--- config.mk ---
export PLATFORM = sky130hd
export DESIGN_NAME = fan_pwm_kick
export DESIGN_NICKNAME = d
export VERILOG_FILES = /design/src/rtl/fan_pwm_pkg.sv /design/src/rtl/fan_pwm_carrier.sv /design/src/rtl/fan_pwm_duty_map.sv /design/src/rtl/fan_pwm_kick_seq.sv /design/src/rtl/fan_pwm_kick.sv
export SDC_FILE = /design/constraint.sdc
export NUM_CORES = 1
export LEC_CHECK = 0
export BUFFER_PORTS_ARGS = -buffer_cell sky130_fd_sc_hd__buf_2
export CAP_MARGIN = 20
export CELL_PAD_IN_SITES_DETAIL_PLACEMENT = 1
export CELL_PAD_IN_SITES_GLOBAL_PLACEMENT = 1
export CORE_ASPECT_RATIO = 1.5
export CORE_MARGIN = 3
export CORE_UTILIZATION = 45
export CTS_CLUSTER_SIZE = 16
export DETAILED_ROUTE_END_ITERATION = 6
export PLACE_DENSITY_LB_ADDON = 0.1
export SYNTH_ARGS = -nofsm -noshare
export SYNTH_HDL_FRONTEND = slang
export SYNTH_SLANG_ARGS = --single-unit
--- constraint.sdc ---
create_clock -name clk -period 4.01 [get_ports clk]
set_input_delay 0.802 -clock clk [delete_from_list [all_inputs] [get_ports clk]]
set_output_delay 0.802 -clock clk [all_outputs]
set_load 0.01 [all_outputs]
--- src/rtl/fan_pwm_pkg.sv ---
package fan_pwm_pkg;

  typedef enum logic [1:0] {
    FS_OFF  = 2'd0,
    FS_STOP = 2'd1,
    FS_KICK = 2'd2,
    FS_RUN  = 2'd3
  } fan_state_t;

  localparam int PCT_FULL = 100;

endpackage

--- src/rtl/fan_pwm_carrier.sv ---
module fan_pwm_carrier #(
  parameter int PERIOD = 2000,
  localparam int CW = $clog2(PERIOD)
) (
  input  logic          clk,
  input  logic          rst_n,
  input  logic          en,
  output logic [CW-1:0] cnt,
  output logic          wrap
);

  localparam logic [CW-1:0] LAST = CW'(PERIOD - 1);

  // Parked on the last count while disabled, so the first enabled edge
  // opens a fresh period.
  always_ff @(posedge clk or negedge rst_n) begin
    if (!rst_n) begin
      cnt <= LAST;
    end else if (!en) begin
      cnt <= LAST;
    end else if (cnt == LAST) begin
      cnt <= '0;
    end else begin
      cnt <= cnt + CW'(1);
    end
  end

  assign wrap = en && (cnt == LAST);

endmodule

--- src/rtl/fan_pwm_duty_map.sv ---
module fan_pwm_duty_map #(
  parameter int PERIOD  = 2000,
  parameter int DW      = 7,
  parameter int MIN_PCT = 20,
  localparam int MCW = $clog2(PERIOD + 1)
) (
  input  logic [DW-1:0]  duty_pct,
  output logic [MCW-1:0] cmp
);

  import fan_pwm_pkg::*;

  localparam logic [DW-1:0] FLOOR_PCT = DW'(MIN_PCT);
  localparam logic [DW-1:0] TOP_PCT   = DW'(PCT_FULL);
  localparam int PW = DW + MCW + 1;

  logic [DW-1:0] clamped;

  always_comb begin
    if (duty_pct == '0) begin
      clamped = '0;
    end else if (duty_pct < FLOOR_PCT) begin
      clamped = FLOOR_PCT;
    end else if (duty_pct > TOP_PCT) begin
      clamped = TOP_PCT;
    end else begin
      clamped = duty_pct;
    end
  end

  generate
    if (PERIOD % PCT_FULL == 0) begin : g_exact
      // Period is a whole multiple of 100: a constant multiply suffices.
      localparam int STEP = PERIOD / PCT_FULL;
      logic [PW-1:0] prod;
      assign prod = PW'(clamped) * PW'(STEP);
      assign cmp  = MCW'(prod);
    end else begin : g_div
      logic [PW-1:0] prod;
      logic [PW-1:0] quot;
      assign prod = PW'(clamped) * PW'(PERIOD);
      assign quot = prod / PW'(PCT_FULL);
      assign cmp  = MCW'(quot);
    end
  endgenerate

endmodule

--- src/rtl/fan_pwm_kick_seq.sv ---
module fan_pwm_kick_seq #(
  parameter int PERIOD = 2000,
  parameter int KW     = 14,
  localparam int MCW = $clog2(PERIOD + 1)
) (
  input  logic           clk,
  input  logic           rst_n,
  input  logic           en,
  input  logic           wrap,
  input  logic           req_zero,
  input  logic [MCW-1:0] run_cmp,
  input  logic [KW-1:0]  kick_len,
  output logic [MCW-1:0] cmp_q,
  output logic           kicking
);

  import fan_pwm_pkg::*;

  localparam logic [MCW-1:0] CMP_FULL = MCW'(PERIOD);

  fan_state_t     state;
  logic [KW-1:0]  left;

  always_ff @(posedge clk or negedge rst_n) begin
    if (!rst_n) begin
      state <= FS_OFF;
      cmp_q <= '0;
      left  <= '0;
    end else if (!en) begin
      state <= FS_OFF;
      cmp_q <= '0;
      left  <= '0;
    end else if (wrap) begin
      if (req_zero) begin
        state <= FS_STOP;
        cmp_q <= '0;
        left  <= '0;
      end else begin
        case (state)
          FS_OFF, FS_STOP: begin
            if (kick_len == '0) begin
              state <= FS_RUN;
              cmp_q <= run_cmp;
            end else begin
              state <= FS_KICK;
              cmp_q <= CMP_FULL;
              left  <= kick_len - KW'(1);
            end
          end
          FS_KICK: begin
            if (left == '0) begin
              state <= FS_RUN;
              cmp_q <= run_cmp;
            end else begin
              left  <= left - KW'(1);
              cmp_q <= CMP_FULL;
            end
          end
          default: begin
            state <= FS_RUN;
            cmp_q <= run_cmp;
          end
        endcase
      end
    end
  end

  assign kicking = (state == FS_KICK);

endmodule

--- src/rtl/fan_pwm_kick.sv ---
module fan_pwm_kick #(
  parameter int PERIOD  = 2000,
  parameter int DW      = 7,
  parameter int KW      = 14,
  parameter int MIN_PCT = 20
) (
  input  logic          clk,
  input  logic          rst_n,
  input  logic          en,
  input  logic          pol,
  input  logic [KW-1:0] kick_len,
  input  logic          cmd_valid,
  output logic          cmd_ready,
  input  logic [DW-1:0] cmd_duty,
  output logic          pwm_oe,
  output logic          pwm_lo,
  output logic          kick_active
);

  localparam int CW  = $clog2(PERIOD);
  localparam int MCW = $clog2(PERIOD + 1);

  logic [CW-1:0]  cnt;
  logic           wrap;
  logic           pend_v;
  logic [DW-1:0]  pend_d;
  logic [DW-1:0]  duty_q;
  logic [DW-1:0]  duty_eff;
  logic [MCW-1:0] run_cmp;
  logic [MCW-1:0] cmp_q;
  logic           drive_active;

  fan_pwm_carrier #(.PERIOD(PERIOD)) u_carrier (
    .clk  (clk),
    .rst_n(rst_n),
    .en   (en),
    .cnt  (cnt),
    .wrap (wrap)
  );

  // One-entry request slot; flushed into the live duty at a boundary.
  assign cmd_ready = !pend_v;

  always_ff @(posedge clk or negedge rst_n) begin
    if (!rst_n) begin
      pend_v <= 1'b0;
      pend_d <= '0;
      duty_q <= '0;
    end else begin
      if (pend_v && (wrap || !en)) begin
        duty_q <= pend_d;
        pend_v <= 1'b0;
      end else if (cmd_valid && cmd_ready) begin
        pend_d <= cmd_duty;
        pend_v <= 1'b1;
      end
    end
  end

  assign duty_eff = pend_v ? pend_d : duty_q;

  fan_pwm_duty_map #(
    .PERIOD (PERIOD),
    .DW     (DW),
    .MIN_PCT(MIN_PCT)
  ) u_map (
    .duty_pct(duty_eff),
    .cmp     (run_cmp)
  );

  fan_pwm_kick_seq #(
    .PERIOD(PERIOD),
    .KW    (KW)
  ) u_seq (
    .clk     (clk),
    .rst_n   (rst_n),
    .en      (en),
    .wrap    (wrap),
    .req_zero(duty_eff == '0),
    .run_cmp (run_cmp),
    .kick_len(kick_len),
    .cmp_q   (cmp_q),
    .kicking (kick_active)
  );

  assign drive_active = (MCW'(cnt) < cmp_q);

  // Open-drain: pulling low when the wanted level is low.
  assign pwm_oe = pol ? drive_active : !drive_active;
  assign pwm_lo = 1'b0;

endmodule

==> impl_metrics.xml, run 1 <==
<?xml version="1.0" encoding="UTF-8"?>
<metrics>
  <group name="run_status">
    <metric name="status" unit="">finished, final reports clean</metric>
  </group>
  <group name="floorplan">
    <metric name="area_of_the_die" unit="µm²">8810</metric>
    <metric name="fp.dieW" unit="µm">77.6</metric>
    <metric name="coreArea" unit="µm²">7370</metric>
    <metric name="design.portCount" unit="">30</metric>
    <metric name="die_y" unit="µm">113</metric>
    <metric name="fp-row-count" unit="">38</metric>
    <metric name="initial_utilization" unit="%">47.0</metric>
  </group>
  <group name="job">
    <metric name="drv_cap" unit="">0</metric>
  </group>
  <group name="critical_path">
    <metric name="critical_path.cell_chain" unit="">or3b_2, nand3_1, nand4b_1, o21a_1, nor2_1, mux2i_1, ha_1, a21o_1, a21oi_1, o21bai_1, a21oi_1, xnor2_1, nor2_1, o22ai_1</metric>
    <metric name="worst_path_max_delay_cell" unit="">sky130_fd_sc_hd__dfrtp_1</metric>
    <metric name="crit_required" unit="ns">4.24</metric>
    <metric name="r2r-end" unit="">u_seq.cmp_q[10]</metric>
    <metric name="critical_path.endpoint_type" unit="">register</metric>
    <metric name="worstSetupStartpointType" unit="">register</metric>
    <metric name="arrival_time_of_the_worst_setup_path" unit="ns">3.74</metric>
    <metric name="r2r_setup_slk" unit="ns">0.50</metric>
    <metric name="timing_worst_setup_path_type" unit="">register to register</metric>
    <metric name="timing.reg2reg.worst_path_depth" unit="">14</metric>
    <metric name="critical_path.max_fanout" unit="">21</metric>
    <metric name="worst-path-stages" unit="">14</metric>
    <metric name="critical_path.n_buffers_inverters" unit="">0</metric>
    <metric name="worst_path_largest_cell_delay" unit="ns">0.75</metric>
    <metric name="critPathTopFamily" unit="">compound AO/OA/AOI/OAI gates</metric>
    <metric name="r2r-start" unit="">pend_v</metric>
  </group>
  <group name="global_routing">
    <metric name="grt_usage" unit="%">22.5</metric>
    <metric name="number_of_global_route_vias_before_repair" unit="">3288</metric>
    <metric name="antenna_found_initial" unit="">0</metric>
    <metric name="largest_net_degree_at_the_start_of_global_routing" unit="">35</metric>
    <metric name="grt_first_pass_wirelength" unit="µm">16100</metric>
    <metric name="overflow" unit="">0</metric>
  </group>
  <group name="yosys">
    <metric name="ys_warn_count" unit="">0</metric>
    <metric name="yosys.cell_types.count" unit="">62</metric>
    <metric name="syn-mean-instance-area" unit="µm²">9.02</metric>
    <metric name="async_s_r_ff_share_synth" unit="%">100</metric>
    <metric name="most_used_flip_flop_cell_after_synthesis" unit="">sky130_fd_sc_hd__dfrtp_1</metric>
    <metric name="post_synthesis_cell_count" unit="">384</metric>
    <metric name="synth_edf_count" unit="">0</metric>
    <metric name="syn_nets" unit="">429</metric>
    <metric name="fraction_of_the_yosys_area_taken_by_sequential_cells" unit="%">37.2</metric>
    <metric name="post_synth_instance_area" unit="µm²">3460</metric>
    <metric name="synth-seq-cells" unit="">51</metric>
  </group>
  <group name="finish">
    <metric name="syn_to_final_growth" unit="%">9.57</metric>
    <metric name="final_design_area_no_fill" unit="µm²">3790</metric>
    <metric name="layout.core_utilization" unit="%">51.5</metric>
    <metric name="nNetsFinal" unit="">456</metric>
    <metric name="post_route_cells_drive_above_1_share" unit="%">18.7</metric>
    <metric name="antenna-diode-count" unit="">0</metric>
  </group>
  <group name="clocking">
    <metric name="cts-hold-fix-buffers" unit="">0</metric>
    <metric name="clk_pin_slew" unit="ns">0.10</metric>
    <metric name="post_cts_buffers" unit="">0</metric>
    <metric name="h-tree-depth" unit="">2</metric>
    <metric name="cts_repair_resize_count" unit="">0</metric>
    <metric name="clock_path_buffers" unit="">2</metric>
    <metric name="insertion_delay" unit="ns">0.32</metric>
    <metric name="cts_made_buffers" unit="">5</metric>
    <metric name="clock_sink_count" unit="">51</metric>
    <metric name="clock_root_buffer" unit="">sky130_fd_sc_hd__clkbuf_8</metric>
    <metric name="cts_tree" unit="">done</metric>
  </group>
  <group name="placed_design">
    <metric name="detailed_place.area" unit="µm²">3710</metric>
    <metric name="dp.final_hpwl" unit="µm">6930</metric>
    <metric name="buffer_ports.inserted" unit="">28</metric>
    <metric name="gp_congestion" unit="">0.873</metric>
  </group>
  <group name="timing">
    <metric name="timing.final.crit_share" unit="%">87.5</metric>
    <metric name="rsz0062_at_grt" unit="">no</metric>
    <metric name="slew_violations" unit="">0</metric>
    <metric name="timing.final.setup_violations" unit="">0</metric>
    <metric name="maxSlewHeadroom" unit="%">42.5</metric>
    <metric name="max_freq" unit="GHz">0.285</metric>
    <metric name="final_period_minus_worst_setup_slack" unit="ns">3.51</metric>
    <metric name="tightest_slew" unit="ns">0.862</metric>
    <metric name="final_report_hold_violation_count" unit="">0</metric>
    <metric name="final_tns_setup" unit="ns">0</metric>
    <metric name="fin_skew" unit="ns">0.00949</metric>
  </group>
  <group name="hold_path">
    <metric name="hold_depth" unit="">1</metric>
    <metric name="hold_end" unit="">duty_q[1]</metric>
    <metric name="holdCritStartpoint" unit="">duty_q[1]</metric>
    <metric name="timing.hold.worst.class" unit="">register to register</metric>
  </group>
  <group name="pwr">
    <metric name="ir_drop" unit="µV">368</metric>
    <metric name="powerDensity" unit="nW/µm²">834</metric>
    <metric name="power" unit="mW">3.16</metric>
    <metric name="total_leakage_power" unit="nW">1.65</metric>
  </group>
  <group name="route">
    <metric name="route.detailed.drc" unit="">0</metric>
    <metric name="detail-route-antenna-nets" unit="">0</metric>
    <metric name="drt-vias-per-instance" unit="">5.86</metric>
    <metric name="wire_per_inst" unit="µm">18.2</metric>
    <metric name="drt_iter0_drc" unit="">130</metric>
    <metric name="via_count" unit="">3000</metric>
    <metric name="total_routed_length" unit="µm">9330</metric>
    <metric name="drtPass1Iterations" unit="">5</metric>
  </group>
</metrics>
==> flip-flops by register name, indices dropped and copies added, names as in the netlist <==
register / cells
pend_v: 1
u_seq.left: 14
u_seq.cmp_q: 9
u_seq.state: 2
pend_d: 7
duty_q: 7
u_carrier.cnt: 11
==> area by class of cell <==
class / count / area (µm²)
fillers: 898 / 3570
multi-input cells: 299 / 2040
clock inverters: 3 / 15.0
well taps: 100 / 125
inverters: 20 / 75.1
flip-flops and latches: 51 / 1290
repair buffers: 34 / 185
clock buffers: 5 / 68.8
==> synth_stat cells (7+ instances only) <==
cell type                 instances  area share [%]
sky130_fd_sc_hd__ha_1            18             6.5
sky130_fd_sc_hd__mux2_2          17             5.5
sky130_fd_sc_hd__inv_1           18             2.0
sky130_fd_sc_hd__nor4_1          10             1.8
sky130_fd_sc_hd__xor2_1           9             2.3
sky130_fd_sc_hd__o21ai_0         31             4.5
sky130_fd_sc_hd__mux2i_1          8             2.3
sky130_fd_sc_hd__nor2_1          35             3.8
sky130_fd_sc_hd__and3_1           7             1.3
sky130_fd_sc_hd__o22ai_1          8             1.4
sky130_fd_sc_hd__xnor2_1         11             2.8
sky130_fd_sc_hd__dfstp_2          9             6.8
sky130_fd_sc_hd__dfrtp_1         42              30
sky130_fd_sc_hd__nand3_1          7             1.0
sky130_fd_sc_hd__a21oi_1         23             3.3
sky130_fd_sc_hd__nand2_1         25             2.7
sky130_fd_sc_hd__nor3_1          14             2.0
==> how the worst max path moves through the flow <==
stage | startpoint | endpoint | slack (ns)
2_1_floorplan | u_seq.state[0] | u_seq.left[12] | 0.76
5_1_grt | pend_v | u_seq.cmp_q[10] | 0.18
6_report | pend_v | u_seq.cmp_q[10] | 0.50
3_3_place_gp | pend_v | u_seq.cmp_q[10] | 0.62
4_1_cts | pend_v | u_seq.cmp_q[10] | 0.50
3_5_place_dp | pend_v | u_seq.cmp_q[10] | 0.58
==> where the power goes <==
group          internal (mW)  total [mW]  switching [mW]
Sequential             0.738       0.969           0.231
Combinational          0.813        1.89            1.08
Clock                  0.120       0.308           0.188
==> worst reg2reg max path: stages (launching register included) <==
cell and delay (ns):
sky130_fd_sc_hd__dfrtp_1 0.75, sky130_fd_sc_hd__or3b_2 0.51, sky130_fd_sc_hd__nand3_1 0.09, sky130_fd_sc_hd__nand4b_1 0.12
sky130_fd_sc_hd__o21a_1 0.19, sky130_fd_sc_hd__nor2_1 0.18, sky130_fd_sc_hd__mux2i_1 0.33, sky130_fd_sc_hd__ha_1 0.29
sky130_fd_sc_hd__a21o_1 0.18, sky130_fd_sc_hd__a21oi_1 0.23, sky130_fd_sc_hd__o21bai_1 0.09, sky130_fd_sc_hd__a21oi_1 0.17
sky130_fd_sc_hd__xnor2_1 0.14, sky130_fd_sc_hd__nor2_1 0.05, sky130_fd_sc_hd__o22ai_1 0.11
==> cell families after synthesis <==
group	after synthesis	share of synthesized area, %
multiplexers	25	7.84
flip-flops	51	37.2
buffers and inverters	34	3.97
AND/OR/NAND/NOR	134	20.7
AO/OA/AOI/OAI	100	18.1
XOR/XNOR	20	5.06
other	1	0.108
adder cells (fa/ha/maj)	19	7.08
==> layout by cell type, fill, tap and decap left out, types with 9 or more instances in the layout <==
| master | Yosys | routed |
|---|---|---|
| sky130_fd_sc_hd__a21oi_1 | 23 | 23 |
| sky130_fd_sc_hd__buf_2 | 5 | 28 |
| sky130_fd_sc_hd__dfrtp_1 | 42 | 42 |
| sky130_fd_sc_hd__dfstp_2 | 9 | 9 |
| sky130_fd_sc_hd__ha_1 | 18 | 18 |
| sky130_fd_sc_hd__inv_1 | 18 | 18 |
| sky130_fd_sc_hd__mux2_2 | 17 | 17 |
| sky130_fd_sc_hd__nand2_1 | 25 | 25 |
| sky130_fd_sc_hd__nor2_1 | 35 | 35 |
| sky130_fd_sc_hd__nor3_1 | 14 | 14 |
| sky130_fd_sc_hd__nor4_1 | 10 | 10 |
| sky130_fd_sc_hd__o21ai_0 | 31 | 31 |
| sky130_fd_sc_hd__xnor2_1 | 11 | 11 |
| sky130_fd_sc_hd__xor2_1 | 9 | 9 |
==> layer usage <==
layer	vias to the layer above	track usage (%)	wire length, µm
met2	54	43.4	5220
li1	1456	-	-
met5	-	0	0
met3	10	3.24	240
met4	0	5.82	122
met1	1480	25.3	3740
==> stage by stage <==
step | worst slack [ns] | hold WS (ns) | std cells
after floorplan | 0.757 | 0.471 | 384
after global placement | 0.624 | 0.500 | 504
after detailed placement | 0.580 | 0.517 | 504
after CTS | 0.497 | 0.541 | 512
after global routing | 0.179 | 0.572 | 512
final | 0.500 | 0.535 | 512
(Power assumes the default switching activity.)
==> run 2, diff against run 1 <==
clock period = 3.4 ns   (was 4.01 ns; I/O delays follow)
==> impl_metrics.xml, run 2 (same netlist as run 1, synthesis figures left out) <==
<?xml version="1.0" encoding="UTF-8"?>
<metrics>
  <group name="run_status">
    <metric name="status" unit="">finished, final reports clean</metric>
  </group>
  <group name="finish">
    <metric name="layout.core_utilization" unit="%">53.5</metric>
    <metric name="biggest_register" unit="">u_seq.left</metric>
    <metric name="n_fill_cell" unit="">884</metric>
    <metric name="layout_top_registers" unit="">u_seq.left x14, u_carrier.cnt x11, u_seq.cmp_q x9</metric>
    <metric name="post_route_cells_drive_above_1_share" unit="%">21.2</metric>
    <metric name="nNetsFinal" unit="">464</metric>
    <metric name="layout.cells.most_common_list" unit="">sky130_fd_sc_hd__dfrtp_1 (41), sky130_fd_sc_hd__nor2_1 (34), sky130_fd_sc_hd__o21ai_0 (31), sky130_fd_sc_hd__buf_2 (28), sky130_fd_sc_hd__nand2_1 (25)</metric>
    <metric name="syn_to_final_growth" unit="%">13.8</metric>
    <metric name="antenna-diode-count" unit="">0</metric>
    <metric name="layout_commonest_cell" unit="">sky130_fd_sc_hd__dfrtp_1</metric>
    <metric name="largest_register_ffs" unit="">14</metric>
  </group>
  <group name="floorplan">
    <metric name="die_y" unit="µm">113</metric>
    <metric name="initial_utilization" unit="%">47.0</metric>
    <metric name="fp.dieW" unit="µm">77.6</metric>
    <metric name="fp-row-count" unit="">38</metric>
    <metric name="design.portCount" unit="">30</metric>
    <metric name="coreArea" unit="µm²">7370</metric>
    <metric name="area_of_the_die" unit="µm²">8810</metric>
  </group>
  <group name="clocking">
    <metric name="clock_path_buffers" unit="">2</metric>
    <metric name="insertion_delay" unit="ns">0.32</metric>
    <metric name="clk_pin_slew" unit="ns">0.11</metric>
    <metric name="clock_root_buffer" unit="">sky130_fd_sc_hd__clkbuf_8</metric>
    <metric name="post_cts_buffers" unit="">0</metric>
    <metric name="clock_sink_count" unit="">51</metric>
    <metric name="cts_tree" unit="">done</metric>
    <metric name="h-tree-depth" unit="">2</metric>
    <metric name="cts_made_buffers" unit="">5</metric>
  </group>
  <group name="critical_path">
    <metric name="r2r-start" unit="">pend_v</metric>
    <metric name="worstSetupStartpoint" unit="">pend_v</metric>
    <metric name="critical-path-top-cell-by-count" unit="">sky130_fd_sc_hd__nor2_1</metric>
    <metric name="r2r_setup_slk" unit="ns">0.31</metric>
    <metric name="worst_path_max_delay_cell" unit="">sky130_fd_sc_hd__dfrtp_2</metric>
    <metric name="worstSetupStartpointType" unit="">register</metric>
    <metric name="r2r-end" unit="">u_seq.cmp_q[9]</metric>
    <metric name="worst_path_largest_cell_delay" unit="ns">0.50</metric>
    <metric name="timing_worst_setup_path_type" unit="">register to register</metric>
    <metric name="timing.reg2reg.worst_path_depth" unit="">15</metric>
    <metric name="setup.worst_path.end" unit="">u_seq.cmp_q[9]</metric>
    <metric name="arrival_time_of_the_worst_setup_path" unit="ns">3.32</metric>
    <metric name="critical_path.endpoint_type" unit="">register</metric>
    <metric name="critical_path.cell_chain" unit="">buf_4, or3_1, nand3_1, nand4b_1, o21a_1, nor2_1, ha_1, ha_1, fa_1, a21oi_1, nor2_1, nor2_1, xnor2_1, nor2_1, o22ai_1</metric>
    <metric name="critical_path.max_fanout" unit="">12</metric>
    <metric name="crit_required" unit="ns">3.64</metric>
  </group>
  <group name="placed_design">
    <metric name="buffer_ports.inserted" unit="">28</metric>
    <metric name="gp_congestion" unit="">0.832</metric>
    <metric name="dp.final_hpwl" unit="µm">6900</metric>
  </group>
  <group name="timing">
    <metric name="tightest_slew" unit="ns">0.723</metric>
    <metric name="slew_violations" unit="">0</metric>
    <metric name="final_tns_setup" unit="ns">0</metric>
    <metric name="max_freq" unit="GHz">0.324</metric>
    <metric name="timing.final.crit_share" unit="%">90.8</metric>
    <metric name="final_report_hold_violation_count" unit="">0</metric>
    <metric name="fin_skew" unit="ns">0.0111</metric>
    <metric name="final_period_minus_worst_setup_slack" unit="ns">3.09</metric>
    <metric name="timing.final.setup_violations" unit="">0</metric>
    <metric name="rsz0062_at_grt" unit="">no</metric>
    <metric name="maxSlewHeadroom" unit="%">51.7</metric>
  </group>
  <group name="route">
    <metric name="total_routed_length" unit="µm">9190</metric>
    <metric name="drt_iter0_drc" unit="">128</metric>
    <metric name="detail-route-antenna-nets" unit="">0</metric>
    <metric name="wire_per_inst" unit="µm">17.7</metric>
    <metric name="route.detailed.drc" unit="">0</metric>
    <metric name="via_count" unit="">3096</metric>
    <metric name="drt-vias-per-instance" unit="">5.95</metric>
    <metric name="drtPass1Iterations" unit="">5</metric>
  </group>
  <group name="pwr">
    <metric name="total_leakage_power" unit="nW">1.71</metric>
    <metric name="power_frac_comb" unit="%">58.9</metric>
    <metric name="power_switching_share" unit="%">45.3</metric>
    <metric name="power.sequential.fraction" unit="%">28.1</metric>
    <metric name="powerDensity" unit="nW/µm²">1020</metric>
    <metric name="internal-power" unit="mW">2.19</metric>
    <metric name="ir_drop" unit="µV">378</metric>
    <metric name="power.switching" unit="mW">1.82</metric>
    <metric name="clkPwrFrac" unit="%">13.0</metric>
  </group>
  <group name="global_routing">
    <metric name="antenna_found_initial" unit="">0</metric>
    <metric name="grt_usage" unit="%">22.8</metric>
    <metric name="overflow" unit="">0</metric>
    <metric name="number_of_global_route_vias_before_repair" unit="">3355</metric>
    <metric name="grt_first_pass_wirelength" unit="µm">16200</metric>
    <metric name="largest_net_degree_at_the_start_of_global_routing" unit="">45</metric>
  </group>
  <group name="job">
    <metric name="drv_cap" unit="">0</metric>
  </group>
  <group name="hold_path">
    <metric name="timing.hold.worst.class" unit="">primary input to async pin</metric>
  </group>
</metrics>
-- run 2: area by class of cell --
| type | count | area (µm²) | share of cell area (%) |
|---|---|---|---|
| well taps | 100 | 125 | 3.18 |
| clock buffers | 5 | 68.8 | 1.75 |
| flip-flops and latches | 51 | 1290 | 32.7 |
| clock inverters | 3 | 67.6 | 1.71 |
| repair buffers | 42 | 265 | 6.73 |
| inverters | 20 | 75.1 | 1.91 |
| multi-input cells | 299 | 2050 | 52.0 |
-- run 2: worst min path at each step --
stage	start	to	slack, ns
final	rst_n	duty_q[5]	0.33
after global routing	rst_n	duty_q[5]	0.36
after CTS	u_seq.cmp_q[2]	u_seq.cmp_q[2]	0.53
after detailed placement	u_seq.cmp_q[5]	u_seq.cmp_q[5]	0.51
after global placement	u_seq.left[13]	u_seq.left[13]	0.50
after floorplan	rst_n	duty_q[0]	0.38
-- run 2: metrics by stage --
stage / setup slack (ns) / area, µm² / std cells / power (mW) / hold slack [ns]
after floorplan: 0.147 / 3460 / 384 / 2.80 / 0.384
after global routing: 0.0111 / 3940 / 520 / 4.44 / 0.360
after global placement: 0.319 / 3760 / 511 / 3.35 / 0.500
final: 0.314 / 3940 / 520 / 4.01 / 0.334
after CTS: 0.149 / 3900 / 519 / 4.03 / 0.532
after detailed placement: 0.203 / 3760 / 511 / 3.44 / 0.508
-- run 2: power by group through the flow --
stage          Combinational [mW]  Clock, mW  Sequential (mW)
4_1_cts                      2.36      0.540             1.13
3_3_place_gp                 2.22          0             1.13
2_1_floorplan                1.77          0             1.04
5_1_grt                      2.70      0.560             1.18
3_5_place_dp                 2.31          0             1.14
6_report                     2.36      0.522             1.13
-- run 2: worst max-delay path, delay by kind of cell (launching register included) --
kind / cells / cell delay [ns]
and+or+nand+nor: 7 / 0.89
adders and majority gates: 3 / 0.87
buffers and inverters: 1 / 0.18
AOI/OAI and AO/OA: 3 / 0.42
DFF: 1 / 0.50
xor gates and xnor gates: 1 / 0.13
-- run 2: routing by layer --
layer / vias up / track usage (%) / share of wire (%) / wire length [µm]
li1: 1479 / - / - / -
met1: 1553 / 25.2 / 39 / 3610
met2: 43 / 42.8 / 56 / 5130
met3: 21 / 3.32 / 2.0 / 188
met4: 0 / 9.50 / 2.9 / 269
met5: - / 0 / 0 / 0
-- run 2: timing repair --
action	4_1_cts	5_1_grt
hold buffers	0	0
resized for setup	0	4
endpoints found under the setup margin	0	3
==> run 3, diff against run 2 <==
ABC_AREA = 1   (was unset)
CORE_UTILIZATION = 44   (was 45)
==> impl_metrics.xml, run 3 <==
<?xml version="1.0" encoding="UTF-8"?>
<metrics>
  <group name="route">
    <metric name="via_count" unit="">3448</metric>
    <metric name="detail-route-antenna-nets" unit="">0</metric>
    <metric name="route.detailed.drc" unit="">0</metric>
    <metric name="maxUsedRoutingLayer" unit="">met4</metric>
    <metric name="drt-vias-per-instance" unit="">5.31</metric>
    <metric name="route.layer.met1.wl" unit="µm">3840</metric>
    <metric name="detailroute.wirelength.met3" unit="µm">252</metric>
    <metric name="wire_per_inst" unit="µm">15.6</metric>
    <metric name="total_routed_length" unit="µm">10100</metric>
    <metric name="drtPass1Iterations" unit="">4</metric>
    <metric name="drt_iter0_drc" unit="">114</metric>
    <metric name="met2_length" unit="µm">5730</metric>
  </group>
  <group name="pwr">
    <metric name="power.sequential.fraction" unit="%">26.3</metric>
    <metric name="power_frac_comb" unit="%">57.4</metric>
    <metric name="power_switching_share" unit="%">48.1</metric>
    <metric name="internal-power" unit="mW">2.10</metric>
    <metric name="total_leakage_power" unit="nW">2.21</metric>
    <metric name="clkPwrFrac" unit="%">16.2</metric>
    <metric name="powerDensity" unit="nW/µm²">982</metric>
    <metric name="power.switching" unit="mW">1.94</metric>
    <metric name="ir_drop" unit="µV">557</metric>
  </group>
  <group name="yosys">
    <metric name="synth_area_leader_cell" unit="">sky130_fd_sc_hd__dfrtp_1</metric>
    <metric name="yosys.cell_count.top_type" unit="">sky130_fd_sc_hd__nand2_1</metric>
    <metric name="post_synth_main_area_contributors" unit="">sky130_fd_sc_hd__dfrtp_1 (28%), sky130_fd_sc_hd__nand2_1 (15%), sky130_fd_sc_hd__dfstp_2 (6.4%)</metric>
    <metric name="async_s_r_ff_share_synth" unit="%">100</metric>
    <metric name="syn-mean-instance-area" unit="µm²">7.18</metric>
    <metric name="yosys.cell_types.count" unit="">36</metric>
    <metric name="most_used_flip_flop_cell_after_synthesis" unit="">sky130_fd_sc_hd__dfrtp_1</metric>
    <metric name="synth-seq-cells" unit="">51</metric>
    <metric name="post_synth_instance_area" unit="µm²">3720</metric>
    <metric name="post_synthesis_cell_count" unit="">518</metric>
    <metric name="ys_warn_count" unit="">0</metric>
    <metric name="syn_nets" unit="">563</metric>
    <metric name="netlist_top_cells_count" unit="">sky130_fd_sc_hd__nand2_1 (147), sky130_fd_sc_hd__inv_1 (62), sky130_fd_sc_hd__nor2_1 (49), sky130_fd_sc_hd__dfrtp_1 (42), sky130_fd_sc_hd__o21ai_0 (40)</metric>
    <metric name="fraction_of_the_yosys_area_taken_by_sequential_cells" unit="%">34.6</metric>
    <metric name="synth_edf_count" unit="">0</metric>
    <metric name="top_cell_type_s_share_of_synthesized_area" unit="%">28.3</metric>
  </group>
  <group name="clocking">
    <metric name="clock_root_buffer" unit="">sky130_fd_sc_hd__clkbuf_16</metric>
    <metric name="h-tree-depth" unit="">2</metric>
    <metric name="clk_pin_slew" unit="ns">0.07</metric>
    <metric name="insertion_delay" unit="ns">0.30</metric>
    <metric name="clock_sink_count" unit="">51</metric>
    <metric name="post_cts_buffers" unit="">0</metric>
    <metric name="cts_tree" unit="">done</metric>
    <metric name="clock_path_buffers" unit="">2</metric>
    <metric name="cts_made_buffers" unit="">5</metric>
    <metric name="cts_repair_resize_count" unit="">0</metric>
    <metric name="cts-hold-fix-buffers" unit="">0</metric>
  </group>
  <group name="floorplan">
    <metric name="coreArea" unit="µm²">8110</metric>
    <metric name="die_y" unit="µm">119</metric>
    <metric name="area_of_the_die" unit="µm²">9620</metric>
    <metric name="design.portCount" unit="">30</metric>
    <metric name="fp-row-count" unit="">40</metric>
    <metric name="initial_utilization" unit="%">45.9</metric>
    <metric name="fp.dieW" unit="µm">81.1</metric>
  </group>
  <group name="finish">
    <metric name="layout_commonest_cell" unit="">sky130_fd_sc_hd__nand2_1</metric>
    <metric name="biggest_register" unit="">u_seq.left</metric>
    <metric name="nNetsFinal" unit="">588</metric>
    <metric name="instances_no_fill" unit="">649</metric>
    <metric name="layout.cells.most_common_list" unit="">sky130_fd_sc_hd__nand2_1 (147), sky130_fd_sc_hd__inv_1 (62), sky130_fd_sc_hd__nor2_1 (49), sky130_fd_sc_hd__dfrtp_1 (42), sky130_fd_sc_hd__o21ai_0 (40)</metric>
    <metric name="syn_to_final_growth" unit="%">10.6</metric>
    <metric name="layout_top_registers" unit="">u_seq.left x14, u_carrier.cnt x11, u_seq.cmp_q x9</metric>
    <metric name="largest_register_ffs" unit="">14</metric>
    <metric name="antenna-diode-count" unit="">0</metric>
    <metric name="post_route_cells_drive_above_1_share" unit="%">17.6</metric>
  </group>
  <group name="timing">
    <metric name="maxSlewHeadroom" unit="%">64.8</metric>
    <metric name="timing.final.crit_share" unit="%">89.1</metric>
    <metric name="final_tns_setup" unit="ns">0</metric>
    <metric name="fin_skew" unit="ns">0.00677</metric>
    <metric name="timing.final.setup_violations" unit="">0</metric>
    <metric name="final_report_hold_violation_count" unit="">0</metric>
    <metric name="max_freq" unit="GHz">0.330</metric>
    <metric name="slew_violations" unit="">0</metric>
    <metric name="final_period_minus_worst_setup_slack" unit="ns">3.03</metric>
    <metric name="rsz0062_at_grt" unit="">no</metric>
    <metric name="tightest_slew" unit="ns">0.526</metric>
  </group>
  <group name="placed_design">
    <metric name="dp.final_hpwl" unit="µm">7930</metric>
    <metric name="gp_congestion" unit="">0.846</metric>
    <metric name="buffer_ports.inserted" unit="">28</metric>
    <metric name="cell_count_post_placement" unit="">641</metric>
  </group>
  <group name="critical_path">
    <metric name="crit_required" unit="ns">3.56</metric>
    <metric name="r2r_setup_slk" unit="ns">0.37</metric>
    <metric name="r2r-end" unit="">u_seq.cmp_q[7]</metric>
    <metric name="critical_path.max_fanout" unit="">11</metric>
    <metric name="timing_worst_setup_path_type" unit="">register to register</metric>
    <metric name="critical_path.endpoint_type" unit="">register</metric>
    <metric name="r2r-start" unit="">pend_v</metric>
    <metric name="timing.reg2reg.worst_path_depth" unit="">14</metric>
    <metric name="arrival_time_of_the_worst_setup_path" unit="ns">3.19</metric>
    <metric name="worstSetupStartpointType" unit="">register</metric>
  </group>
  <group name="global_routing">
    <metric name="grt_first_pass_wirelength" unit="µm">17000</metric>
    <metric name="largest_net_degree_at_the_start_of_global_routing" unit="">40</metric>
    <metric name="grt_usage" unit="%">22.6</metric>
    <metric name="antenna_found_initial" unit="">0</metric>
    <metric name="number_of_global_route_vias_before_repair" unit="">3723</metric>
    <metric name="overflow" unit="">0</metric>
  </group>
  <group name="job">
    <metric name="drv_cap" unit="">0</metric>
  </group>
  <group name="hold_path">
    <metric name="timing.hold.worst.class" unit="">primary input to async pin</metric>
  </group>
  <group name="run_status">
    <metric name="status" unit="">finished, final reports clean</metric>
  </group>
</metrics>
-- run 3: cell types whose count changed after synthesis, moves of 14 or more --
cell,change
sky130_fd_sc_hd__inv_1,+44
sky130_fd_sc_hd__mux2_2,-14
sky130_fd_sc_hd__nand2_1,+122
sky130_fd_sc_hd__nand2_2,+20
sky130_fd_sc_hd__nand3_1,+31
sky130_fd_sc_hd__nor2_1,+14
-- run 3: area by class of cell --
class	count	area (µm²)
clock buffer	5	125
clock inverter	3	67.6
fill	1080	3990
inverter	67	254
multi-input combinational	388	2090
sequential	51	1290
tap	105	131
timing repair buffer	30	155
-- run 3: logic make-up after synthesis --
group                      Yosys count  share of synthesized area [%]
and+or+nand+nor                    289                           37.3
buffers and inverters               79                           9.11
AOI/OAI and AO/OA                   69                           9.72
DFF                                 51                           34.6
adders and majority gates           19                           6.59
xor gates and xnor gates             7                           1.65
muxes                                3                          0.908
other                                1                          0.101
-- run 3: power by group through the flow --
stage                     Clock [mW]  Combinational, mW  Sequential, mW
final                          0.656               2.32            1.06
after global routing           0.699               2.63            1.10
after CTS                      0.670               2.35            1.06
after detailed placement           0               2.30            1.08
after global placement             0               2.21            1.06
after floorplan                    0               1.84            1.00
-- run 3: routing by layer --
metal	track usage, %	vias to the layer above
li1	-	1700
met1	23.1	1676
met2	43.7	52
met3	3.58	20
met4	8.25	0
met5	0	-
-- run 3: how the worst max path moves through the flow --
| stage | cells after the start | endpoint | start |
|---|---|---|---|
| after floorplan | 16 | u_seq.cmp_q[7] | pend_v |
| after global placement | 14 | u_seq.cmp_q[7] | pend_v |
| after detailed placement | 15 | u_seq.cmp_q[9] | pend_v |
| after CTS | 14 | u_seq.cmp_q[7] | pend_v |
| after global routing | 14 | u_seq.cmp_q[7] | pend_v |
| final | 14 | u_seq.cmp_q[7] | pend_v |
-- run 3: worst max-delay path: stages (launching register included) --
cell                      delay (ns)
sky130_fd_sc_hd__dfrtp_1        0.48
sky130_fd_sc_hd__inv_2          0.28
sky130_fd_sc_hd__nand2_1        0.11
sky130_fd_sc_hd__nand2_2        0.18
sky130_fd_sc_hd__nand2_1        0.08
sky130_fd_sc_hd__inv_1          0.07
sky130_fd_sc_hd__nand2_1        0.14
sky130_fd_sc_hd__nand3_1        0.12
sky130_fd_sc_hd__inv_1          0.06
sky130_fd_sc_hd__ha_1           0.29
sky130_fd_sc_hd__ha_1           0.24
sky130_fd_sc_hd__fa_1           0.41
sky130_fd_sc_hd__xor2_1         0.18
sky130_fd_sc_hd__o21ai_0        0.15
sky130_fd_sc_hd__o21ai_0        0.11
-- run 3: per-stage QoR --
step	instance area (µm²)	util (%)	total power, mW	worst slack [ns]	hold slack, ns
floorplan	3720	-	2.84	0.800	0.384
global placement	3920	48.4	3.28	0.524	0.463
detailed placement	3920	48.4	3.38	0.422	0.473
CTS	4110	50.7	4.08	0.366	0.274
global route	4110	50.7	4.43	0.115	0.281
finish	4110	50.7	4.04	0.372	0.267
